==> src/rtl/beat_trig_pkg.sv <==
package beat_trig_pkg;

  typedef enum logic [2:0] {
    SEQ_IDLE,
    SEQ_WAIT_HOLD,
    SEQ_WAIT_REL,
    SEQ_DELAY,
    SEQ_RUN
  } seq_state_t;

  // Direction of a new sample relative to the previous one: +1, -1 or 0.
  function automatic int step_dir(input int unsigned now_v, input int unsigned prev_v);
    if (now_v > prev_v) return 1;
    if (now_v < prev_v) return -1;
    return 0;
  endfunction

endpackage

==> src/rtl/beat_edge_detect.sv <==
module beat_edge_detect #(
  parameter int SAMPLE_W = 14,
  parameter int SLOPE_K  = 3
) (
  input  logic                clk,
  input  logic                rst_n,
  input  logic [SAMPLE_W-1:0] sample,
  input  logic [SAMPLE_W-1:0] zc_level,
  output logic                polarity,
  output logic                slope,
  output logic                up_pulse,
  output logic                dn_pulse,
  output logic                zc_up,
  output logic                zc_dn
);
  import beat_trig_pkg::*;

  localparam int RW = (SLOPE_K > 1) ? $clog2(SLOPE_K) : 1;
  localparam logic [RW-1:0] RUN_LAST = RW'(SLOPE_K - 1);

  logic [SAMPLE_W-1:0] s_prev;
  logic [RW-1:0]       run_len;
  logic                pol_next;
  logic                against;
  int                  dir;

  always_comb begin
    pol_next = (sample > zc_level);
    dir      = step_dir(int'(sample), int'(s_prev));
    against  = slope ? (dir < 0) : (dir > 0);
  end

  always_ff @(posedge clk or negedge rst_n) begin
    if (!rst_n) begin
      polarity <= 1'b0;
      zc_up    <= 1'b0;
      zc_dn    <= 1'b0;
      s_prev   <= '0;
      slope    <= 1'b0;
      run_len  <= '0;
      up_pulse <= 1'b0;
      dn_pulse <= 1'b0;
    end else begin
      polarity <= pol_next;
      zc_up    <= pol_next & ~polarity;
      zc_dn    <= ~pol_next & polarity;
      s_prev   <= sample;
      up_pulse <= 1'b0;
      dn_pulse <= 1'b0;
      if (against) begin
        if (run_len == RUN_LAST) begin
          slope   <= ~slope;
          run_len <= '0;
          if (slope) dn_pulse <= 1'b1;
          else       up_pulse <= 1'b1;
        end else begin
          run_len <= run_len + 1'b1;
        end
      end else begin
        run_len <= '0;
      end
    end
  end

  // the two slope pulses are exclusive
  p_pulse_excl_r2: assert property (@(posedge clk) disable iff (!rst_n)
    !(up_pulse && dn_pulse));

  // a zero-crossing event always coincides with a polarity change
  p_zc_tracks_pol_r1: assert property (@(posedge clk) disable iff (!rst_n)
    (zc_up || zc_dn) |-> (polarity != $past(polarity)));

endmodule

==> src/rtl/beat_period_count.sv <==
module beat_period_count #(
  parameter int CNT_W = 16
) (
  input  logic             clk,
  input  logic             rst_n,
  input  logic             zc_evt,
  input  logic [CNT_W-1:0] thresh,
  output logic [CNT_W-1:0] period,
  output logic             over_evt
);
  localparam logic [CNT_W-1:0] CNT_MAX = {CNT_W{1'b1}};

  logic seen;

  assign over_evt = zc_evt && seen && (period > thresh);

  always_ff @(posedge clk or negedge rst_n) begin
    if (!rst_n) begin
      period <= '0;
      seen   <= 1'b0;
    end else if (zc_evt) begin
      period <= CNT_W'(1);
      seen   <= 1'b1;
    end else if (period != CNT_MAX) begin
      period <= period + 1'b1;
    end
  end

  // saturated count stays put until a crossing
  p_no_overflow_r3: assert property (@(posedge clk) disable iff (!rst_n)
    (period == CNT_MAX && !zc_evt) |=> (period == CNT_MAX));

endmodule

==> src/rtl/beat_start_seq.sv <==
module beat_start_seq #(
  parameter int CNT_W = 16,
  parameter int DLY_W = 16
) (
  input  logic                    clk,
  input  logic                    rst_n,
  input  logic                    clear,
  input  logic                    over_evt,
  input  logic [CNT_W-1:0]        period,
  input  logic [CNT_W-1:0]        thresh,
  input  logic                    zc_up,
  input  logic                    up_pulse,
  input  logic                    dn_pulse,
  input  logic [DLY_W-1:0]        run_delay,
  output logic                    freq_trig,
  output logic                    hold,
  output logic                    load_cnt,
  output logic                    alt_slope,
  output logic                    run,
  output logic signed [CNT_W:0]   trig_delta
);
  import beat_trig_pkg::*;

  seq_state_t       state;
  logic [DLY_W-1:0] dcnt;

  function automatic logic signed [CNT_W:0] excess_of(input logic [CNT_W-1:0] c,
                                                      input logic [CNT_W-1:0] t);
    return $signed({1'b0, c}) - $signed({1'b0, t});
  endfunction

  always_ff @(posedge clk or negedge rst_n) begin
    if (!rst_n) begin
      state      <= SEQ_IDLE;
      freq_trig  <= 1'b0;
      hold       <= 1'b0;
      load_cnt   <= 1'b1;
      alt_slope  <= 1'b0;
      run        <= 1'b0;
      dcnt       <= '0;
      trig_delta <= '0;
    end else begin
      freq_trig <= 1'b0;
      if (clear) begin
        state     <= SEQ_IDLE;
        hold      <= 1'b0;
        load_cnt  <= 1'b1;
        alt_slope <= 1'b0;
        run       <= 1'b0;
      end else begin
        case (state)
          SEQ_IDLE: begin
            if (over_evt) begin
              freq_trig  <= 1'b1;
              trig_delta <= excess_of(period, thresh);
              state      <= SEQ_WAIT_HOLD;
            end
          end
          SEQ_WAIT_HOLD: begin
            if (up_pulse) alt_slope <= 1'b1;
            if (zc_up) begin
              hold  <= 1'b1;
              state <= SEQ_WAIT_REL;
            end
          end
          SEQ_WAIT_REL: begin
            if (up_pulse) alt_slope <= 1'b1;
            if (dn_pulse) begin
              load_cnt <= 1'b0;
              if (run_delay == '0) begin
                run   <= 1'b1;
                state <= SEQ_RUN;
              end else begin
                dcnt  <= run_delay;
                state <= SEQ_DELAY;
              end
            end
          end
          SEQ_DELAY: begin
            if (dcnt == DLY_W'(1)) begin
              run   <= 1'b1;
              state <= SEQ_RUN;
            end else begin
              dcnt <= dcnt - 1'b1;
            end
          end
          SEQ_RUN: ;
          default: state <= SEQ_IDLE;
        endcase
      end
    end
  end

  // trigger is a single-cycle pulse
  p_trig_single_r4: assert property (@(posedge clk) disable iff (!rst_n)
    freq_trig |=> !freq_trig);

  // counters are only released once hold is up
  p_load_needs_hold_r8: assert property (@(posedge clk) disable iff (!rst_n)
    !load_cnt |-> hold);

  // run never precedes the release
  p_run_after_release_r9: assert property (@(posedge clk) disable iff (!rst_n)
    run |-> !load_cnt);

endmodule

==> src/rtl/beat_trig_seq.sv <==
module beat_trig_seq #(
  parameter int SAMPLE_W = 14,
  parameter int CNT_W    = 16,
  parameter int DLY_W    = 16,
  parameter int SLOPE_K  = 3
) (
  input  logic                  clk,
  input  logic                  rst_n,
  input  logic                  clear,
  input  logic [SAMPLE_W-1:0]   sample,
  input  logic [SAMPLE_W-1:0]   zc_level,
  input  logic [CNT_W-1:0]      period_thresh,
  input  logic [DLY_W-1:0]      run_delay,
  output logic                  polarity,
  output logic                  slope,
  output logic                  up_pulse,
  output logic                  dn_pulse,
  output logic                  freq_trig,
  output logic                  hold,
  output logic                  load_cnt,
  output logic                  alt_slope,
  output logic                  run,
  output logic signed [CNT_W:0] trig_delta
);

  logic             zc_up;
  logic             zc_dn;
  logic             zc_any;
  logic             over_evt;
  logic [CNT_W-1:0] period;

  assign zc_any = zc_up | zc_dn;

  beat_edge_detect #(.SAMPLE_W(SAMPLE_W), .SLOPE_K(SLOPE_K)) u_edge (
    .clk      (clk),
    .rst_n    (rst_n),
    .sample   (sample),
    .zc_level (zc_level),
    .polarity (polarity),
    .slope    (slope),
    .up_pulse (up_pulse),
    .dn_pulse (dn_pulse),
    .zc_up    (zc_up),
    .zc_dn    (zc_dn)
  );

  beat_period_count #(.CNT_W(CNT_W)) u_period (
    .clk      (clk),
    .rst_n    (rst_n),
    .zc_evt   (zc_any),
    .thresh   (period_thresh),
    .period   (period),
    .over_evt (over_evt)
  );

  beat_start_seq #(.CNT_W(CNT_W), .DLY_W(DLY_W)) u_seq (
    .clk        (clk),
    .rst_n      (rst_n),
    .clear      (clear),
    .over_evt   (over_evt),
    .period     (period),
    .thresh     (period_thresh),
    .zc_up      (zc_up),
    .up_pulse   (up_pulse),
    .dn_pulse   (dn_pulse),
    .run_delay  (run_delay),
    .freq_trig  (freq_trig),
    .hold       (hold),
    .load_cnt   (load_cnt),
    .alt_slope  (alt_slope),
    .run        (run),
    .trig_delta (trig_delta)
  );

  // trigger only follows a zero crossing
  p_trig_at_cross_r4: assert property (@(posedge clk) disable iff (!rst_n)
    freq_trig |-> $past(zc_any));

  // hold rises only on a rising crossing
  p_hold_after_up_r6: assert property (@(posedge clk) disable iff (!rst_n)
    $rose(hold) |-> $past(zc_up));

endmodule

==> config.mk <==
export PLATFORM = sky130hd
export DESIGN_NAME = beat_trig_seq
export DESIGN_NICKNAME = d
export VERILOG_FILES = /design/src/rtl/beat_trig_pkg.sv /design/src/rtl/beat_edge_detect.sv /design/src/rtl/beat_period_count.sv /design/src/rtl/beat_start_seq.sv /design/src/rtl/beat_trig_seq.sv
export SDC_FILE = /design/constraint.sdc
export NUM_CORES = 1
export LEC_CHECK = 0
export BUFFER_PORTS_ARGS = -buffer_cell sky130_fd_sc_hd__buf_2
export CAP_MARGIN = 20
export CORE_ASPECT_RATIO = 0.7
export CORE_UTILIZATION = 61
export DETAILED_ROUTE_END_ITERATION = 10
export PLACE_DENSITY_LB_ADDON = 0.25
export SLEW_MARGIN = 20
export SYNTH_ARGS = -nofsm -noshare
export SYNTH_HDL_FRONTEND = slang
export SYNTH_SLANG_ARGS = --single-unit
==> constraint.sdc <==
create_clock -name clk -period 5.3 [get_ports clk]
set_input_delay 1.06 -clock clk [delete_from_list [all_inputs] [get_ports clk]]
set_output_delay 1.06 -clock clk [all_outputs]
set_load 0.02 [all_outputs]
==> summary.txt <==
Placement
  • Post-DP HPWL: 9.31 mm
  • Final Wtd Congestion: 0.959
  • Placed cell count: 750
  • Input/output buffers: 88
  • Pre-CTS setup slack: roughly 1.9 ns
  • Post-DP Area: 5540 um^2

Worst setup path
  • CP max-delay cell: ha_1
  • CP Capture Type: flip-flop
  • Crit Path Max Fanout: 31
  • WP buf/inv: 4
  • Crit Path Category: input port to flip-flop
  • Critical Path Source Type: input port
  • Top cell by count, worst path: and4_1
  • Crit path arrival time: 3.32 ns
  • Cell family with most CP delay: simple AND/OR/NAND/NOR gates
  • Worst Path Required: 5.51 ns
  • Max incr delay on CP: around 0.38 ns
  • Crit-path cells: buf_2 > inv_1 > ha_1 > and4_1 > nand3_1 > or3_1 > and4_1 > o21ai_2 > buf_4 > inv_2 > mux2_1

Yosys
  • Mapped Cells: between 500 and 600
  • Synth Cell Area: 5030 um^2
  • Synth warn: 0
  • Post-synthesis compound-gate area fraction: about 18%
  • Largest family of logic cells by synthesized area: simple AND/OR/NAND/NOR gates
  • Most numerous cell in the Yosys netlist: dfrtp_1
  • EDFF count, synth: 0
  • Top cells by area, synth: dfrtp_1 39%, ha_1 12%, a21oi_1 4.9%
  • Synth cell types: 59
  • Xor and xnor fraction of the mapped netlist area: 3.83%
  • Sequential area share after synthesis: between 30% and 40%
  • Async set or reset register ratio after synthesis: 100%
  • Mux contribution to synthesized area: 1.05%
  • Ys flop type: dfrtp_1
  • Post-Syn Nets: about 690
  • Post-synth top cells: 79 x dfrtp_1, 56 x inv_1, 52 x nor2_1, 49 x a21oi_1, 47 x ha_1
  • Yosys top cell by area: dfrtp_1
  • Syn_area_per_cell: 8.76 um^2
  • Area share of the largest cell type after synthesis: 39.3%
  • Simple-Gate Fraction of Synth Area: 19.3%
  • Flops & latches, synth: 80
  • Adder-cell share of the synthesized area: approximately an eighth

Hold path
  • Hold Crit Class: flip-flop to flip-flop

CTS
  • Worst-Skew Late Latency: between 0.3 and 0.4 ns
  • Post-CTS sizing: 0
  • Worst-path clk slew: 0.06 ns
  • H-tree levels: 3
  • Hold bufs inserted after CTS: 0
  • CTS max path bufs: 2
  • Post-CTS setup buffers: 0
  • Root buf cell: clkbuf_16
  • Clock sink count: 80
  • TritonCTS clock tree: done
  • CTS Buf Count: 9

Drt
  • Detail Route Antenna Nets: 0
  • DR pass1 iterations: 5
  • Total vias in the final route: between 4000 and 5000
  • Routed vias/inst: 6.06
  • DR iter-0 viols: between 300 and 400
  • Number of remaining DRC errors: 0
  • Routed WL: around 13 mm
  • WL/cell: 16.4 um

GRT
  • Busiest grt layer: met2
  • Met1 GRT Util: 42.4%
  • Grt ovf: 0
  • Grt met2 use: a little under half
  • GRT Util Overall: 29.8%
  • Vias in the first global route: 4353
  • First-pass GRT wire length: 20.6 mm
  • Largest net degree at the start of global routing: between 70 and 80
  • Initial antenna violation count: 0
  • Met3 Track Usage GR: 4.92%

Floorplanning
  • Initial Utilization: 63.3%
  • Core box area: 7940 um^2
  • I/O pin cnt: 89
  • Die Y: 78.0 um
  • # rows: 27
  • DIE AREA: 8620 um^2
  • Die X: ~110 um

STA
  • Setup ws final: 2.19 ns
  • Achievable Freq: between 300 and 400 MHz
  • Setup_tns: 0 ns
  • Crit path time final: 3.11 ns
  • RSZ-0062 raised after global routing: no
  • Worst-margin pin slew: 0.938 ns
  • Max-slew violations: 0
  • # setup viols final: 0
  • Tcrit/Tclk final: 58.7%
  • Worst clock skew: 0.00603 ns
  • Slew margin rel.: 37.5%
  • Final hold viol count: 0

Layout
  • Layout cells sized above 1: 17.6%
  • Antenna cells: 0
  • Syn-to-layout area delta: 16.9%
  • Post-Layout Cell Count: 766
  • # fillers: 602
  • Final instance area: 5880 um^2
  • Nets: 771

Power and ir drop
  • Power Density: 359 nW/um^2
  • VDD IR max: 0.000277 V
  • Leakage: 2.94 nW

Outcome
  • Status: completed

Job
  • Max-cap viol count: 0
metrics by stage:
| stage | utilization [%] | power [W] | hold slack [ns] |
|---|---|---|---|
| CTS | 73.9 | 0.00210 | 0.473 |
| finish | 74.0 | 0.00211 | 0.472 |
| global route | 74.0 | 0.00222 | 0.500 |
| floorplan | - | 0.00123 | 0.447 |
| global placement | 69.8 | 0.00138 | 0.443 |
| detailed placement | 69.8 | 0.00141 | 0.456 |
layer usage:
| layer | part of all wire [%] | up-vias |
|---|---|---|
| li1 | - | 2219 |
| met1 | 46 | 2191 |
| met2 | 46 | 215 |
| met3 | 7.4 | 14 |
| met4 | 0.91 | 0 |
| met5 | 0 | - |
cells in the final DEF (no fill, tap or decap), types with 3 or more instances in the layout:
cell	Yosys	final
o2bb2ai_1	3	3
a31oi_1	8	8
nand4_1	11	11
a21oi_1	49	49
o21ai_1	25	25
dfrtp_1	79	79
nor2b_1	6	6
or4_1	3	3
o21ai_0	19	19
a211oi_1	3	3
xnor2_1	9	9
buf_4	1	3
clkbuf_16	0	9
nor3_1	19	19
inv_1	56	56
xor2_1	13	13
nand3_1	23	23
nand2_1	43	43
mux2i_1	3	3
and3_1	3	3
nand2b_1	9	9
ha_1	47	47
or3_1	4	4
a21o_1	15	15
and4_1	4	4
nor2_1	52	52
nor4_1	10	10
o21a_1	3	3
o22ai_1	4	4
buf_2	5	87
sequential cells by signal, summed over array words and instances, names as in the netlist, 2 cells and up:
signal / flops
u_edge.s_prev: 14
u_period.period: 16
u_seq.state: 3
u_seq.dcnt: 16
u_seq.trig_delta: 17
u_edge.run_len: 2
kinds of logic (layout without fill, tap and decap cells):
logic type / after synthesis / in the layout
and+or+nand+nor: 196 / 196
DFF: 80 / 80
muxes: 5 / 5
xor gates and xnor gates: 22 / 22
AOI/OAI and AO/OA: 150 / 150
adders and majority gates: 48 / 48
buffers and inverters: 73 / 164
final cells by class:
class,count,area (um^2),area share (%)
clock buffers,10,239,4.07
inverters,58,218,3.70
well taps,101,126,2.15
clock inverters,6,91.3,1.55
repair buffers,90,458,7.79
multi-input cells,421,2740,46.6
flip-flops and latches,80,2000,34.1
worst paths after layout:
kind / startpoint / to / slack [ns] / cells after the start
worst min-delay path: u_edge.polarity / u_edge.zc_up / 0.47 / 1
max in group asynchronous: rst_n / u_period.period[10] / 3.66 / 2
worst max-delay path: period_thresh[6] / u_seq.trig_delta[15] / 2.19 / 11
worst min register to register: u_edge.polarity / u_edge.zc_up / 0.47 / 1
min in group asynchronous: rst_n / u_seq.trig_delta[3] / 0.52 / 1
worst max register to register: u_seq.state[2] / u_seq.dcnt[14] / 2.50 / 6
worst register-to-register path, delay by kind of cell (launching register included):
kind	cells	cell delay (ns)
AOI/OAI and AO/OA	4	1.33
buffers and inverters	1	0.13
DFF	1	0.47
and+or+nand+nor	1	0.74
power by group:
group / switching (W) / internal, W
Combinational: 0.000349 / 0.000231
Clock: 0.000256 / 0.000428
Sequential: 0.000128 / 0.000715
Total: 0.000733 / 0.00137
Note: power is estimated with default switching activity, not from simulation.
